### src/rtl/pwm_dt_pkg.sv
package pwm_dt_pkg;

  typedef enum logic [1:0] {
    SIDE_NONE = 2'd0,
    SIDE_A    = 2'd1,
    SIDE_B    = 2'd2
  } side_e;

  // Dead time actually applied: the programmed count, raised to a floor.
  function automatic int unsigned dt_floor(input int unsigned dt_req,
                                           input int unsigned min_dt);
    return (dt_req < min_dt) ? min_dt : dt_req;
  endfunction

endpackage

### src/rtl/pwm_dt_holdoff.sv
module pwm_dt_holdoff #(
  parameter int HOLD_CYC = 16
) (
  input  logic clk,
  input  logic rst_n,
  input  logic flag,
  output logic ready
);
  localparam int HW = $clog2(HOLD_CYC + 1);
  localparam logic [HW-1:0] LIMIT = HW'(HOLD_CYC);

  logic [HW-1:0] cnt;
  logic          done;

  assign done = (cnt == LIMIT);

  always_ff @(posedge clk or negedge rst_n) begin
    if (!rst_n)       cnt <= '0;
    else if (!flag)   cnt <= '0;
    else if (!done)   cnt <= cnt + 1'b1;
  end

  // Drops combinationally with the flag so a lockout acts at the next edge.
  assign ready = flag && done;
endmodule

### src/rtl/pwm_dt_gate.sv
module pwm_dt_gate
  import pwm_dt_pkg::*;
(
  input  logic       pwm,
  input  logic       shut,
  input  logic [2:0] rdy,   // [0] input side, [1] driver A, [2] driver B
  output side_e      req
);
  logic en_a, en_b;

  assign en_a = rdy[0] && rdy[1] && !shut;
  assign en_b = rdy[0] && rdy[2] && !shut;

  always_comb begin
    if (pwm && en_a)       req = SIDE_A;
    else if (!pwm && en_b) req = SIDE_B;
    else                   req = SIDE_NONE;
  end
endmodule

### src/rtl/pwm_dt_core.sv
module pwm_dt_core
  import pwm_dt_pkg::*;
#(
  parameter int DT_W = 8
) (
  input  logic            clk,
  input  logic            rst_n,
  input  side_e           req,
  input  logic [DT_W-1:0] dt_eff,
  output logic            out_a,
  output logic            out_b
);
  logic [DT_W-1:0] cnt;
  side_e           pend;
  logic [DT_W:0]   elapsed;
  logic            drop_a, drop_b, both_low, redirect, expired;

  assign both_low = !out_a && !out_b;
  assign drop_a   = out_a && (req != SIDE_A);
  assign drop_b   = out_b && (req != SIDE_B);
  assign redirect = both_low && (req != pend);
  assign elapsed  = {1'b0, cnt} + 1'b1;
  assign expired  = (elapsed >= {1'b0, dt_eff});

  always_ff @(posedge clk or negedge rst_n) begin
    if (!rst_n) begin
      out_a <= 1'b0;
      out_b <= 1'b0;
      cnt   <= '0;
      pend  <= SIDE_NONE;
    end else if (drop_a || drop_b) begin
      out_a <= 1'b0;
      out_b <= 1'b0;
      pend  <= req;
      cnt   <= '0;
    end else if (redirect) begin
      pend  <= req;
      cnt   <= '0;
    end else if (both_low && pend != SIDE_NONE) begin
      if (expired) begin
        out_a <= (pend == SIDE_A);
        out_b <= (pend == SIDE_B);
        cnt   <= '0;
      end else begin
        cnt <= elapsed[DT_W-1:0];
      end
    end
  end
endmodule

### src/rtl/pwm_deadtime_ctrl.sv
module pwm_deadtime_ctrl
  import pwm_dt_pkg::*;
#(
  parameter int DT_W     = 8,
  parameter int HOLD_CYC = 16,
  parameter int MIN_DT   = 1
) (
  input  logic            clk,
  input  logic            rst_n,
  input  logic            pwm,
  input  logic            shut,
  input  logic            in_ok,
  input  logic            drv_a_ok,
  input  logic            drv_b_ok,
  input  logic [DT_W-1:0] dt_cycles,
  output logic            out_a,
  output logic            out_b
);
  localparam int NFLAG = 3;

  logic [NFLAG-1:0] flags, rdy;
  logic [DT_W-1:0]  dt_eff;
  side_e            req;

  assign flags  = {drv_b_ok, drv_a_ok, in_ok};
  assign dt_eff = DT_W'(dt_floor(32'(dt_cycles), 32'(MIN_DT)));

  for (genvar g = 0; g < NFLAG; g++) begin : g_hold
    pwm_dt_holdoff #(.HOLD_CYC(HOLD_CYC)) u_hold (
      .clk   (clk),
      .rst_n (rst_n),
      .flag  (flags[g]),
      .ready (rdy[g])
    );
  end

  pwm_dt_gate u_gate (
    .pwm  (pwm),
    .shut (shut),
    .rdy  (rdy),
    .req  (req)
  );

  pwm_dt_core #(.DT_W(DT_W)) u_core (
    .clk    (clk),
    .rst_n  (rst_n),
    .req    (req),
    .dt_eff (dt_eff),
    .out_a  (out_a),
    .out_b  (out_b)
  );
endmodule

### config.mk
export PLATFORM = sky130hd
export DESIGN_NAME = pwm_deadtime_ctrl
export DESIGN_NICKNAME = d
export VERILOG_FILES = /design/src/rtl/pwm_dt_pkg.sv /design/src/rtl/pwm_dt_holdoff.sv /design/src/rtl/pwm_dt_gate.sv /design/src/rtl/pwm_dt_core.sv /design/src/rtl/pwm_deadtime_ctrl.sv
export SDC_FILE = /design/constraint.sdc
export NUM_CORES = 1
export LEC_CHECK = 0
export ABC_CLOCK_PERIOD_IN_PS = 2800
export BUFFER_PORTS_ARGS = -buffer_cell sky130_fd_sc_hd__buf_2
export CORE_ASPECT_RATIO = 1.2
export CORE_UTILIZATION = 50
export CTS_CLUSTER_SIZE = 8
export DETAILED_ROUTE_END_ITERATION = 10
export PLACE_DENSITY = 0.78
export SETUP_SLACK_MARGIN = 0.2
export SLEW_MARGIN = 20
export SYNTH_ARGS = -nofsm -noshare
export SYNTH_HDL_FRONTEND = slang
export SYNTH_HIERARCHICAL = 1
export SYNTH_SLANG_ARGS = --single-unit
### constraint.sdc
create_clock -name clk -period 2.8 [get_ports clk]
set_input_delay 0.56 -clock clk [delete_from_list [all_inputs] [get_ports clk]]
set_output_delay 0.56 -clock clk [all_outputs]
set_load 0.005 [all_outputs]
== Word level (Yosys, flattened, before mapping) ==
Cells that the tools add are included.

* Flip-flop bits (word level): 27
* Output and inout port bits: 2

* $add $sub $neg: 4
* Order comparisons: 2
* Equality and inequality tests: 12
* Multiplexer cells: 23
* Reductions and logical operators: 25

{| class="wikitable"
|+ Operators by type and width
! cell !! count
|-
| $mux 8 || 5
|-
| $mux 5 || 6
|-
| $add 5x1->5 const B || 3
|-
| $eq 5x5->1 const B || 3
|-
| $logic_and 1x1->1 || 14
|-
| $ne 2x2->1 const B || 5
|-
| $add 8x1->9 const B || 1
|-
| $ge 9x8->1 || 1
|-
| $lt 8x1->1 const B || 1
|-
| $mux 1 || 8
|-
| $mux 2 || 4
|-
| $reduce_bool 2->1 || 4
|-
| $logic_not 1->1 || 4
|-
| $reduce_and 3->1 || 1
|-
| $reduce_bool 3->1 || 1
|-
| $eq 2x1->1 const B || 1
|-
| $eq 2x2->1 const B || 1
|-
| $ne 2x1->1 const B || 1
|-
| $ne 2x2->1 || 1
|-
| $logic_or 1x1->1 || 1
|}

== Depth between registers and ports, before layout ==
Gate-level depths: netlist of run 1.

* Depth after elaboration: 12
* Gate-level depth with buffers: 11
* Gate-level depth less buffers: 10

== Cells and area by module ==
The synthesis of run 1 kept the hierarchy.

{| class="wikitable"
|+ Modules (own cells, without submodules)
! module !! times used !! cells an instance !! area an instance (um^2)
|-
| pwm_dt_core || 1 || 99 || 929.6
|-
| pwm_dt_holdoff || 3 || 28 || 294.0
|-
| pwm_deadtime_ctrl || 1 || 10 || 51.3
|-
| pwm_dt_gate || 1 || 2 || 23.8
|}

== Worst setup path before layout of run 1 ==
OpenSTA, ideal clock, no wires.

* Kind: register -> register
* Start: register u_core.cnt[0]
* End: register u_core.out_b
* Setup time: 0.076 ns
* Arrival: 2.344 ns
* Setup slack: 0.380 ns
* Stages on the path, launching flop included: 11
* Buffers on the path: 0
* Clock period less this slack: 2.420 ns
* Cells stage by stage: dfrtp_1 ha_1 nand4_1 and2_1 or2_1 ha_1 nand3_1 o22ai_2 a211oi_4 a2111o_1 o21ai_1

* Word-level cells in the longest chain between the ends: 4

{| class="wikitable"
|+ RTL lines
! what !! RTL line !! text
|-
| start, declared || pwm_dt_core.sv:13 || <nowiki>logic [DT_W-1:0] cnt;</nowiki>
|-
| start signal, assigned || pwm_dt_core.sv:45 || <nowiki>cnt <= elapsed[DT_W-1:0];</nowiki>
|-
| $add 8x1->9 || pwm_dt_core.sv:22 || <nowiki>assign elapsed = {1'b0, cnt} + 1'b1;</nowiki>
|-
| $ge 9x8->1 || pwm_dt_core.sv:23 || <nowiki>assign expired = (elapsed >= {1'b0, dt_eff});</nowiki>
|-
| $reduce_bool 2->1 (no line) || n/a ||
|-
| $reduce_and 3->1 (no line) || n/a ||
|-
| end signal, assigned || pwm_dt_core.sv:42 || <nowiki>out_b <= (pend == SIDE_B);</nowiki>
|-
| end, declared || pwm_dt_core.sv:11 || <nowiki>output logic out_b</nowiki>
|}

Every way passes these cells.
A chain may end at the register's enable or synchronous reset.

== Worst setup path in the final report of run 1 ==
* Start: register u_core.cnt[0]
* End: register u_core.out_a

* Word-level cells in the longest chain between the ends: 4

{| class="wikitable"
|+ RTL lines
! what !! RTL line !! text
|-
| $add 8x1->9 || pwm_dt_core.sv:22 ||
|-
| $ge 9x8->1 || pwm_dt_core.sv:23 ||
|-
| $reduce_bool 2->1 (no line) || n/a ||
|-
| $reduce_and 3->1 (no line) || n/a ||
|-
| end signal, assigned || pwm_dt_core.sv:41 || <nowiki>out_a <= (pend == SIDE_A);</nowiki>
|-
| end, declared || pwm_dt_core.sv:10 || <nowiki>output logic out_a,</nowiki>
|}

Every way passes these cells.

==> run metrics, run 1 <==
status finished, final reports clean; Hold Path Class in -> async; chip height 69.3 µm; Nets 241; total CTS buffers 3; sequential area share after synthesis 35.8%; vias in the first global route 1345; Initial Util 51.9%; Detail Placement HPWL 2360 µm; CTS tree done; peak supply drop 0.000311 V; H-tree levels 1; Fin Setup TNS 0 ns; post-route cell area 2110 µm²; number of DRC markers in iteration 0 33; Async SR Flop Fraction 100%; #FFs+latches synth 27; PnR worst setup slack 0.281 ns; Slew Limit Fails 0; Reg-to-Reg Start u_core/cnt[0]$_DFFE_PN0P_; Cell Count, Final, Fillers Out 262; Setup Skew 0.00213 ns; Synth cell types 40; Slew @ Worst Pin 0.592 ns; Min Clock Period, post-route 2.52 ns; Placer Congestion 0.731; RSZ-0062 raised after global routing no; clock-pin transition on the worst setup and hold timing paths 0.09 ns; core area 3630 µm²; Total Power 707 µW; Std-Cell Rows 24; clock latency on the worst-skew pair 0.27 ns; Max Clk Rate 0.397 GHz; antenna cell count 0; CP Data Required Time 3.00 ns; cell count after synthesis 195; count leader, synth dfrtp_1; largest net degree at the start of global routing 28; Post-synth EDFFs 0; critical setup path kind reg -> reg; syn avg cell area 9.68 µm²; share of layout cells above drive strength 1 23.8%; io pins 17; LEAKAGE 1.01 nW; placed inst area 1970 µm²; top cells by area, synth dfrtp_1, ha_1, mux2i_1, nand2_1, nand2b_1; Hold Vio Cnt, Final 0; Root Buffer clkbuf_8; final hold slack 0.275 ns; total track usage 17.3%; Place WS 0.127 ns; Synth top cells by count dfrtp_1, nand2_1, ha_1; post-layout util 58.0%; max-cap violations 0; P&R area growth vs syn 11.6%; Yosys warnings 6; Vias/cell 5.34; I/O Buffers 16; Synth area leader dfrtp_1; share of the synthesized area in the top cell type 35.8%; Critical path origin u_core/cnt[0]$_DFFE_PN0P_; initial antenna violation count 0; First-pass DRT Iterations 4; critical path endpoint category register; Hold-fix buffers, CTS 0; first-pass GRT wire length 5440 µm; PwrDens 336 nW/µm²; DIE AREA 4020 µm²; Post-DRT Antenna Nets 0; Post-Syn Nets 225; placed insts 251; Fillers 329; Slew HR 60.5%; crit path DAT 2.72 ns; clk buf depth 2; drc violations 0; period utilisation layout 90.0%; drt wl/cell 12.4 µm; largest fanout on the critical path 5; synthesized area 1890 µm²; die width 58.1 µm; clock sinks 27; # setup viols final 0; Overflow after GRT 0; vias 1400; Synth Flop Type dfrtp_1; crit start category register; Total Wirelength 3240 µm
-- repair_timing --
action	4_1_cts	5_1_grt
resized for setup	1	8
endpoints found under the setup margin	8	10
pin swaps	1	9
setup buffers	3	4
-- final cells by class --
| class | instances | area [µm²] | share of cell area, % |
|---|---|---|---|
| tap | 52 | 65.1 | 3.09 |
| sequential | 27 | 677 | 32.1 |
| multi-input combinational | 141 | 1120 | 53.4 |
| clock buffer | 3 | 41.3 | 1.96 |
| inverter | 14 | 52.6 | 2.50 |
| timing repair buffer | 24 | 140 | 6.65 |
| clock inverter | 1 | 5.00 | 0.238 |
-- routing by layer --
layer	global-route usage (%)	part of all wire [%]	routed length (µm)	up-vias
met3	2.24	2.0	65	5
met5	0	0	0	-
met4	6.35	1.5	48	0
li1	-	-	-	708
met1	19.5	44	1420	670
met2	32.2	53	1710	17
-- critical path: stages (launching register included) --
cell      delay (ns)
dfrtp_1         0.35
buf_4           0.12
ha_4            0.15
nand4_1         0.10
and2_1          0.19
or2_1           0.23
ha_1            0.31
nand3_2         0.10
o22ai_2         0.23
a211oi_4        0.08
a2111o_1        0.41
o21ai_1         0.17
-- placed cells by master (no fill, tap or decap), drive strengths merged, types with 4 or more instances in the layout --
cell type  count
a21oi          4
a32o           5
and2           6
and4bb         5
buf           24
dfrtp         27
ha            15
inv           14
mux2i         12
nand2         26
nand2b        11
nand3         10
nor2           6
o21ai          5
xnor2          6
-- power by group --
| group | switching, mW | internal [mW] |
|---|---|---|
| Sequential | 0.0122 | 0.401 |
| Combinational | 0.0400 | 0.0332 |
| Clock | 0.121 | 0.0998 |
| Total | 0.174 | 0.534 |
-- registers in the layout, indices dropped and copies added (netlist names) --
name	count
u_core/pend	2
u_core/cnt	8
u_core/out_a	1
g_hold.u_hold/cnt	15
u_core/out_b	1
-- final timing paths --
kind	slack, ns	depth (start not counted)	to
min in group clk	0.55	1	u_core/cnt[7]$_DFFE_PN0P_
setup reg to reg	0.28	11	u_core/out_a$_DFFE_PN0P_
hold / removal	0.27	1	g_hold[0].u_hold/cnt[3]$_DFFE_PN0P_
hold reg to reg	0.55	1	u_core/cnt[7]$_DFFE_PN0P_
max in group asynchronous	2.10	1	u_core/cnt[1]$_DFFE_PN0P_
setup / recovery	0.28	11	u_core/out_a$_DFFE_PN0P_
-- cell families (layout without fill, tap and decap cells) --
logic type	after synthesis	after routing	synth area share [%]
muxes	12	12	6.37
xor gates and xnor gates	8	8	3.71
AOI/OAI and AO/OA	27	27	12.5
DFF	27	27	35.8
adders and majority gates	15	15	9.95
buffers and inverters	27	42	6.43
and+or+nand+nor	79	79	25.3
Note: power is estimated with default switching activity, not from simulation.
==> run 2, diff against run 1 <==
- CTS_BUF_LIST: default -> sky130_fd_sc_hd__clkbuf_2
==> run 2 against run 1 <==
  * Core utilization shrank 0.21 points
  * Largest power group unchanged
  * Final cell count grew 0.76%
  * Hold slack lost 0.12 ns
  * Final area shrank 0.36%
  * Critical endpoint unchanged
  * Combinational power grew 0.8%
  * Clock skew grew 0.0069 ns
  * Via count grew 1.1%
  * Die area is the same
==> run metrics, run 2 (synthesized netlist as in run 1, its figures left out) <==
Overflow after GRT 0; CTS tree done; critical path endpoint category register; Initial Util 51.9%; Min Clock Period, post-route 2.49 ns; Setup Skew 0.00906 ns; drc violations 0; critical path cell sequence ha_4 > nand4_1 > and2_1 > or2_1 > ha_1 > nand3_2 > nor2_2 > nand2_1 > a2111o_1 > o21ai_1; # setup viols final 0; crit start category register; antenna cell count 0; Root Buffer clkbuf_2; Hold Path Class in -> async; peak supply drop 0.000270 V; Fillers 325; Placer Congestion 0.731; largest fanout on the critical path 4; chip height 69.3 µm; Fin Setup TNS 0 ns; clock-pin transition on the worst setup and hold timing paths 0.25 ns; clock latency on the worst-skew pair 0.36 ns; P&R area growth vs syn 11.2%; Largest regs g_hold.u_hold/cnt: 15 flops, u_core/cnt: 8 flops, u_core/pend: 2 flops; H-tree levels 1; Nets 243; Slew HR 59.1%; drt wl/cell 12.3 µm; CP max-delay cell dfrtp_1; Internal 467 µW; largest net degree at the start of global routing 28; net switching power 167 µW; RSZ-0062 raised after global routing no; Total Power 634 µW; CP Buf/Inv Count 0; Clk network pwr share 23.1%; io pins 17; I/O Buffers 16; critical setup path kind reg -> reg; CP peak stage delay 0.46 ns; Max Clk Rate 0.402 GHz; Reg power frac 65.3%; core area 3630 µm²; Slew Limit Fails 0; Biggest register g_hold.u_hold/cnt; max-cap violations 0; period utilisation layout 88.9%; total CTS buffers 3; Slew @ Worst Pin 0.613 ns; Hold Vio Cnt, Final 0; Vias/cell 5.36; reg2reg end u_core/out_a$_DFFE_PN0P_; Comb pwr share 11.6%; Post-DRT Antenna Nets 0; Std-Cell Rows 24; Switching Fraction 26.3%; first-pass GRT wire length 5490 µm; status finished, final reports clean; max reg flops 15; Detail Placement HPWL 2360 µm; Crit path max-delay family simple AND/OR/NAND/NOR gates; CP Data Required Time 3.10 ns; Reg2Reg Depth 10; share of layout cells above drive strength 1 23.6%; commonest non-fill, non-tap cell in the layout dfrtp_1; First-pass DRT Iterations 4; vias 1416; vias in the first global route 1355; clock sinks 27; PwrDens 302 nW/µm²; register-to-register setup slack 0.31 ns; clk buf depth 2; LEAKAGE 1.01 nW; initial antenna violation count 0; die width 58.1 µm; most frequent cells in the layout dfrtp_1, nand2_1, buf_2; DIE AREA 4020 µm²; total track usage 17.1%; Total Wirelength 3250 µm; crit path DAT 2.79 ns; Reg-to-Reg Start u_core/cnt[0]$_DFFE_PN0P_; number of DRC markers in iteration 0 31
-- run 2: timing repair --
| item | 4_1_cts | 5_1_grt |
|---|---|---|
| buffers inserted | 4 | 5 |
| hold buffers | 0 | 0 |
| gates resized for setup | 1 | 8 |
| endpoints found under the setup margin | 10 | 10 |
| pin swaps | 1 | 11 |
| endpoints found under the hold margin | 0 | 0 |
-- run 2: how the worst max path moves through the flow --
stage | start | endpoint | slack [ns] | cells after the start
global route | u_core/cnt[1]$_DFFE_PN0P_ | u_core/out_a$_DFFE_PN0P_ | 0.18 | 10
finish | u_core/cnt[0]$_DFFE_PN0P_ | u_core/out_a$_DFFE_PN0P_ | 0.31 | 10
floorplan | u_core/cnt[0]$_DFFE_PN0P_ | u_core/out_b$_DFFE_PN0P_ | 0.38 | 10
detailed placement | u_core/cnt[0]$_DFFE_PN0P_ | u_core/out_b$_DFFE_PN0P_ | 0.13 | 10
global placement | u_core/cnt[2]$_DFFE_PN0P_ | u_core/out_b$_DFFE_PN0P_ | 0.19 | 10
CTS | u_core/cnt[0]$_DFFE_PN0P_ | u_core/out_b$_DFFE_PN0P_ | 0.20 | 10
-- run 2: area by class of cell --
type | count | area (µm²) | share of cell area [%]
multi-input cells | 141 | 1130 | 53.7
well taps | 52 | 65.1 | 3.10
flip-flops and latches | 27 | 676 | 32.2
clock inverters | 1 | 5.00 | 0.239
clock buffers | 3 | 15.0 | 0.716
inverters | 14 | 52.6 | 2.50
repair buffers | 26 | 159 | 7.57
-- run 2: per-stage QoR --
step	instances	utilization (%)	setup slack (ns)	hold slack (ns)	cell area (µm²)
floorplan	195	-	0.380	0.264	1890
global placement	251	54.2	0.187	0.531	1970
detailed placement	251	54.2	0.127	0.525	1970
CTS	259	55.7	0.204	0.160	2020
global route	264	57.7	0.184	0.166	2100
finish	264	57.7	0.310	0.159	2100
-- run 2: power groups by stage --
stage | Combinational (mW) | Sequential [mW] | Clock [mW]
3_5_place_dp | 0.0740 | 0.421 | 0
5_1_grt | 0.0844 | 0.417 | 0.166
6_report | 0.0737 | 0.414 | 0.147
3_3_place_gp | 0.0704 | 0.421 | 0
2_1_floorplan | 0.0508 | 0.418 | 0
4_1_cts | 0.0742 | 0.414 | 0.153
-- run 2: worst reg2reg max path, cell delays in order (launching register included) --
cell and delay (ns):
dfrtp_1 0.46, ha_4 0.18, nand4_1 0.10, and2_1 0.19, or2_1 0.23, ha_1 0.31, nand3_2 0.10, nor2_2 0.16
nand2_1 0.09, a2111o_1 0.45, o21ai_1 0.16
-- run 2: per-layer routing --
metal	GRT usage, %	up-vias	share of wire [%]
li1	-	710	-
met1	20.0	680	43
met2	32.3	22	54
met3	1.12	4	2.1
met4	5.56	0	0.89
met5	0	-	0
==> run 3, diff against run 2 <==
- ABC_AREA: default -> 1
==> run 3 against run 2 <==
  * The flow now finishes with violations (DRC)
  * Sequential power is 7.0% higher
  * Clock power is 3% lower
  * Final cell count is 14% higher
  * Sequential share of layout area is 2.4 points higher
  * Combinational power is 100% higher
  * Hold slack worse by 0.0076 ns
  * Critical path type unchanged
  * Critical endpoint unchanged
  * Largest cell class unchanged
==> run metrics, run 3 <==
Hold Vio Cnt, Final 0; drt wl/cell 10.1 µm; Reg2Reg Depth 17; vias in the first global route 1233; DIE AREA 3940 µm²; Hold Path Class in -> async; largest fanout on the critical path 11; count leader, synth nand2_1; Vias/cell 4.94; max reg flops 15; Fillers 332; Min Clock Period, post-route 2.28 ns; share of layout cells above drive strength 1 17.0%; Max Clk Rate 0.439 GHz; critical path endpoint category register; CTS tree done; Nets 295; crit path DAT 2.58 ns; Synth area leader dfrtp_1; Fin Setup TNS 0 ns; post-synthesis compound-gate area fraction 3.53%; post-synthesis simple-gate area fraction 35.9%; Async SR Flop Fraction 100%; max-cap violations 0; # setup viols final 0; chip height 68.6 µm; Biggest register g_hold.u_hold/cnt; total track usage 16.9%; post-CTS setup buffers 0; clock sinks 27; Slew @ Worst Pin 0.601 ns; Std-Cell Rows 23; post-synthesis mux area share 0%; Post-DRT Antenna Nets 0; LEAKAGE 1.12 nW; Synth Flop Type dfrtp_1; largest net degree at the start of global routing 28; PwrDens 376 nW/µm²; total CTS buffers 3; drc violations 1; First-pass DRT Iterations 7; top cells by area, synth dfrtp_1, nand2_1, ha_1, inv_1, nand3_1; clk buf depth 2; Synth cell types 27; io pins 17; Post-Synth XOR/XNOR Area 3.73%; Synth top cells by count nand2_1, inv_1, dfrtp_1; I/O Buffers 16; clock latency on the worst-skew pair 0.36 ns; antenna cell count 0; Overflow after GRT 0; Yosys warnings 6; vias 1487; RSZ-0062 raised after global routing no; Largest regs g_hold.u_hold/cnt: 15 flops, u_core/cnt: 8 flops, u_core/pend: 2 flops; Placer Congestion 0.773; die width 57.5 µm; Slew Limit Fails 0; critical setup path kind reg -> reg; Adder-Cell Fraction of Synth Area 10.2%; clock-pin transition on the worst setup and hold timing paths 0.26 ns; Detail Placement HPWL 2390 µm; commonest non-fill, non-tap cell in the layout nand2_1; synthesized area 1850 µm²; first-pass GRT wire length 5110 µm; largest family of logic cells by synthesized area simple AND/OR/NAND/NOR gates; cell count after synthesis 252; number of DRC markers in iteration 0 38; Setup Skew 0.0317 ns; syn avg cell area 7.32 µm²; initial antenna violation count 0; Total Wirelength 3050 µm; crit start category register; peak supply drop 0.000193 V; P&R area growth vs syn 5.90%; H-tree levels 1; Initial Util 53.9%; failing checks DRC; Hold-fix buffers, CTS 0; Post-synth EDFFs 0; final hold slack 0.151 ns; most frequent cells in the layout nand2_1, inv_1, dfrtp_1; #FFs+latches synth 27; Post-Syn Nets 282; Root Buffer clkbuf_2; PostCTS Resize Cnt 0; CP Data Required Time 3.10 ns; placed inst area 1930 µm²; sequential area share after synthesis 36.6%; status finished with violations; post-route cell area 1950 µm²; period utilisation layout 81.4%; share of the synthesized area in the top cell type 36.6%; Slew HR 59.9%; core area 3420 µm²
==> run 3: cell count changes in the layout (fill, tap and decap cells not counted), sizes merged, moves of 3 or more <==
cell and change:
and4bb -5, mux2i -12, nand2b -11, a32o -5
inv +24, xnor2 -3, nand4 +8, nand2 +47
nor2 +25, nand3 +14, and2 -6, buf -10
==> run 3: cell families (layout without fill, tap and decap cells) <==
| logic type | after synthesis | in the layout |
|---|---|---|
| buffers and inverters | 47 | 59 |
| DFF | 27 | 27 |
| xor gates and xnor gates | 7 | 7 |
| and+or+nand+nor | 144 | 144 |
| adders and majority gates | 15 | 15 |
| AOI/OAI and AO/OA | 12 | 12 |
==> run 3: routing by layer <==
metal / part of all wire [%] / global-route usage, % / vias to the layer above
li1: - / - / 817
met1: 51 / 23.7 / 650
met2: 45 / 27.2 / 16
met3: 1.8 / 1.68 / 4
met4: 1.5 / 6.40 / 0
met5: 0 / 0 / -
==> run 3: worst paths after layout <==
path	from	endpoint	slack (ns)
setup / recovery	g_hold[0].u_hold/cnt[0]$_DFFE_PN0P_	u_core/out_a$_DFFE_PN0P_	0.52
hold / removal	rst_n	g_hold[2].u_hold/cnt[1]$_DFFE_PN0P_	0.15
setup reg to reg	g_hold[0].u_hold/cnt[0]$_DFFE_PN0P_	u_core/out_a$_DFFE_PN0P_	0.52
hold reg to reg	u_core/cnt[1]$_DFFE_PN0P_	u_core/cnt[1]$_DFFE_PN0P_	0.57
max in group asynchronous	rst_n	u_core/cnt[6]$_DFFE_PN0P_	2.22
min in group clk	drv_a_ok	g_hold[1].u_hold/cnt[3]$_DFFE_PN0P_	0.43
==> run 3: per-stage QoR <==
step | instances | util, % | setup slack, ns | power (mW)
floorplan | 252 | - | 0.834 | 0.555
global placement | 297 | 56.5 | 0.593 | 0.596
detailed placement | 297 | 56.5 | 0.532 | 0.602
CTS | 301 | 57.1 | 0.508 | 0.751
global route | 301 | 57.1 | 0.236 | 0.789
finish | 301 | 57.1 | 0.520 | 0.735
==> run 3: power breakdown <==
| group | switching, mW | internal (mW) |
|---|---|---|
| Combinational | 0.0859 | 0.0628 |
| Sequential | 0.0291 | 0.414 |
| Clock | 0.111 | 0.0323 |
| Total | 0.226 | 0.509 |
==> run 3: critical path, cell delays in order, from the launching register on <==
cell	delay [ns]
dfrtp_1	0.47
inv_1	0.09
ha_1	0.15
nand2_1	0.05
inv_1	0.09
nand2_2	0.08
nor2_2	0.13
nand2_1	0.06
nor2_1	0.20
inv_1	0.08
o21ai_1	0.12
nand2_1	0.07
clkinv_2	0.09
nand2_4	0.08
nor2_4	0.21
nand2_1	0.11
nand3_1	0.08
nand2_1	0.05
==> run 3: area by class of cell <==
| cell class | count | area (µm²) | share of cell area, % |
|---|---|---|---|
| clock inverters | 1 | 5.00 | 0.256 |
| clock buffers | 3 | 15.0 | 0.768 |
| repair buffers | 16 | 80.1 | 4.10 |
| well taps | 37 | 46.3 | 2.37 |
| multi-input cells | 178 | 985 | 50.4 |
| inverters | 39 | 148 | 7.55 |
| flip-flops and latches | 27 | 676 | 34.6 |
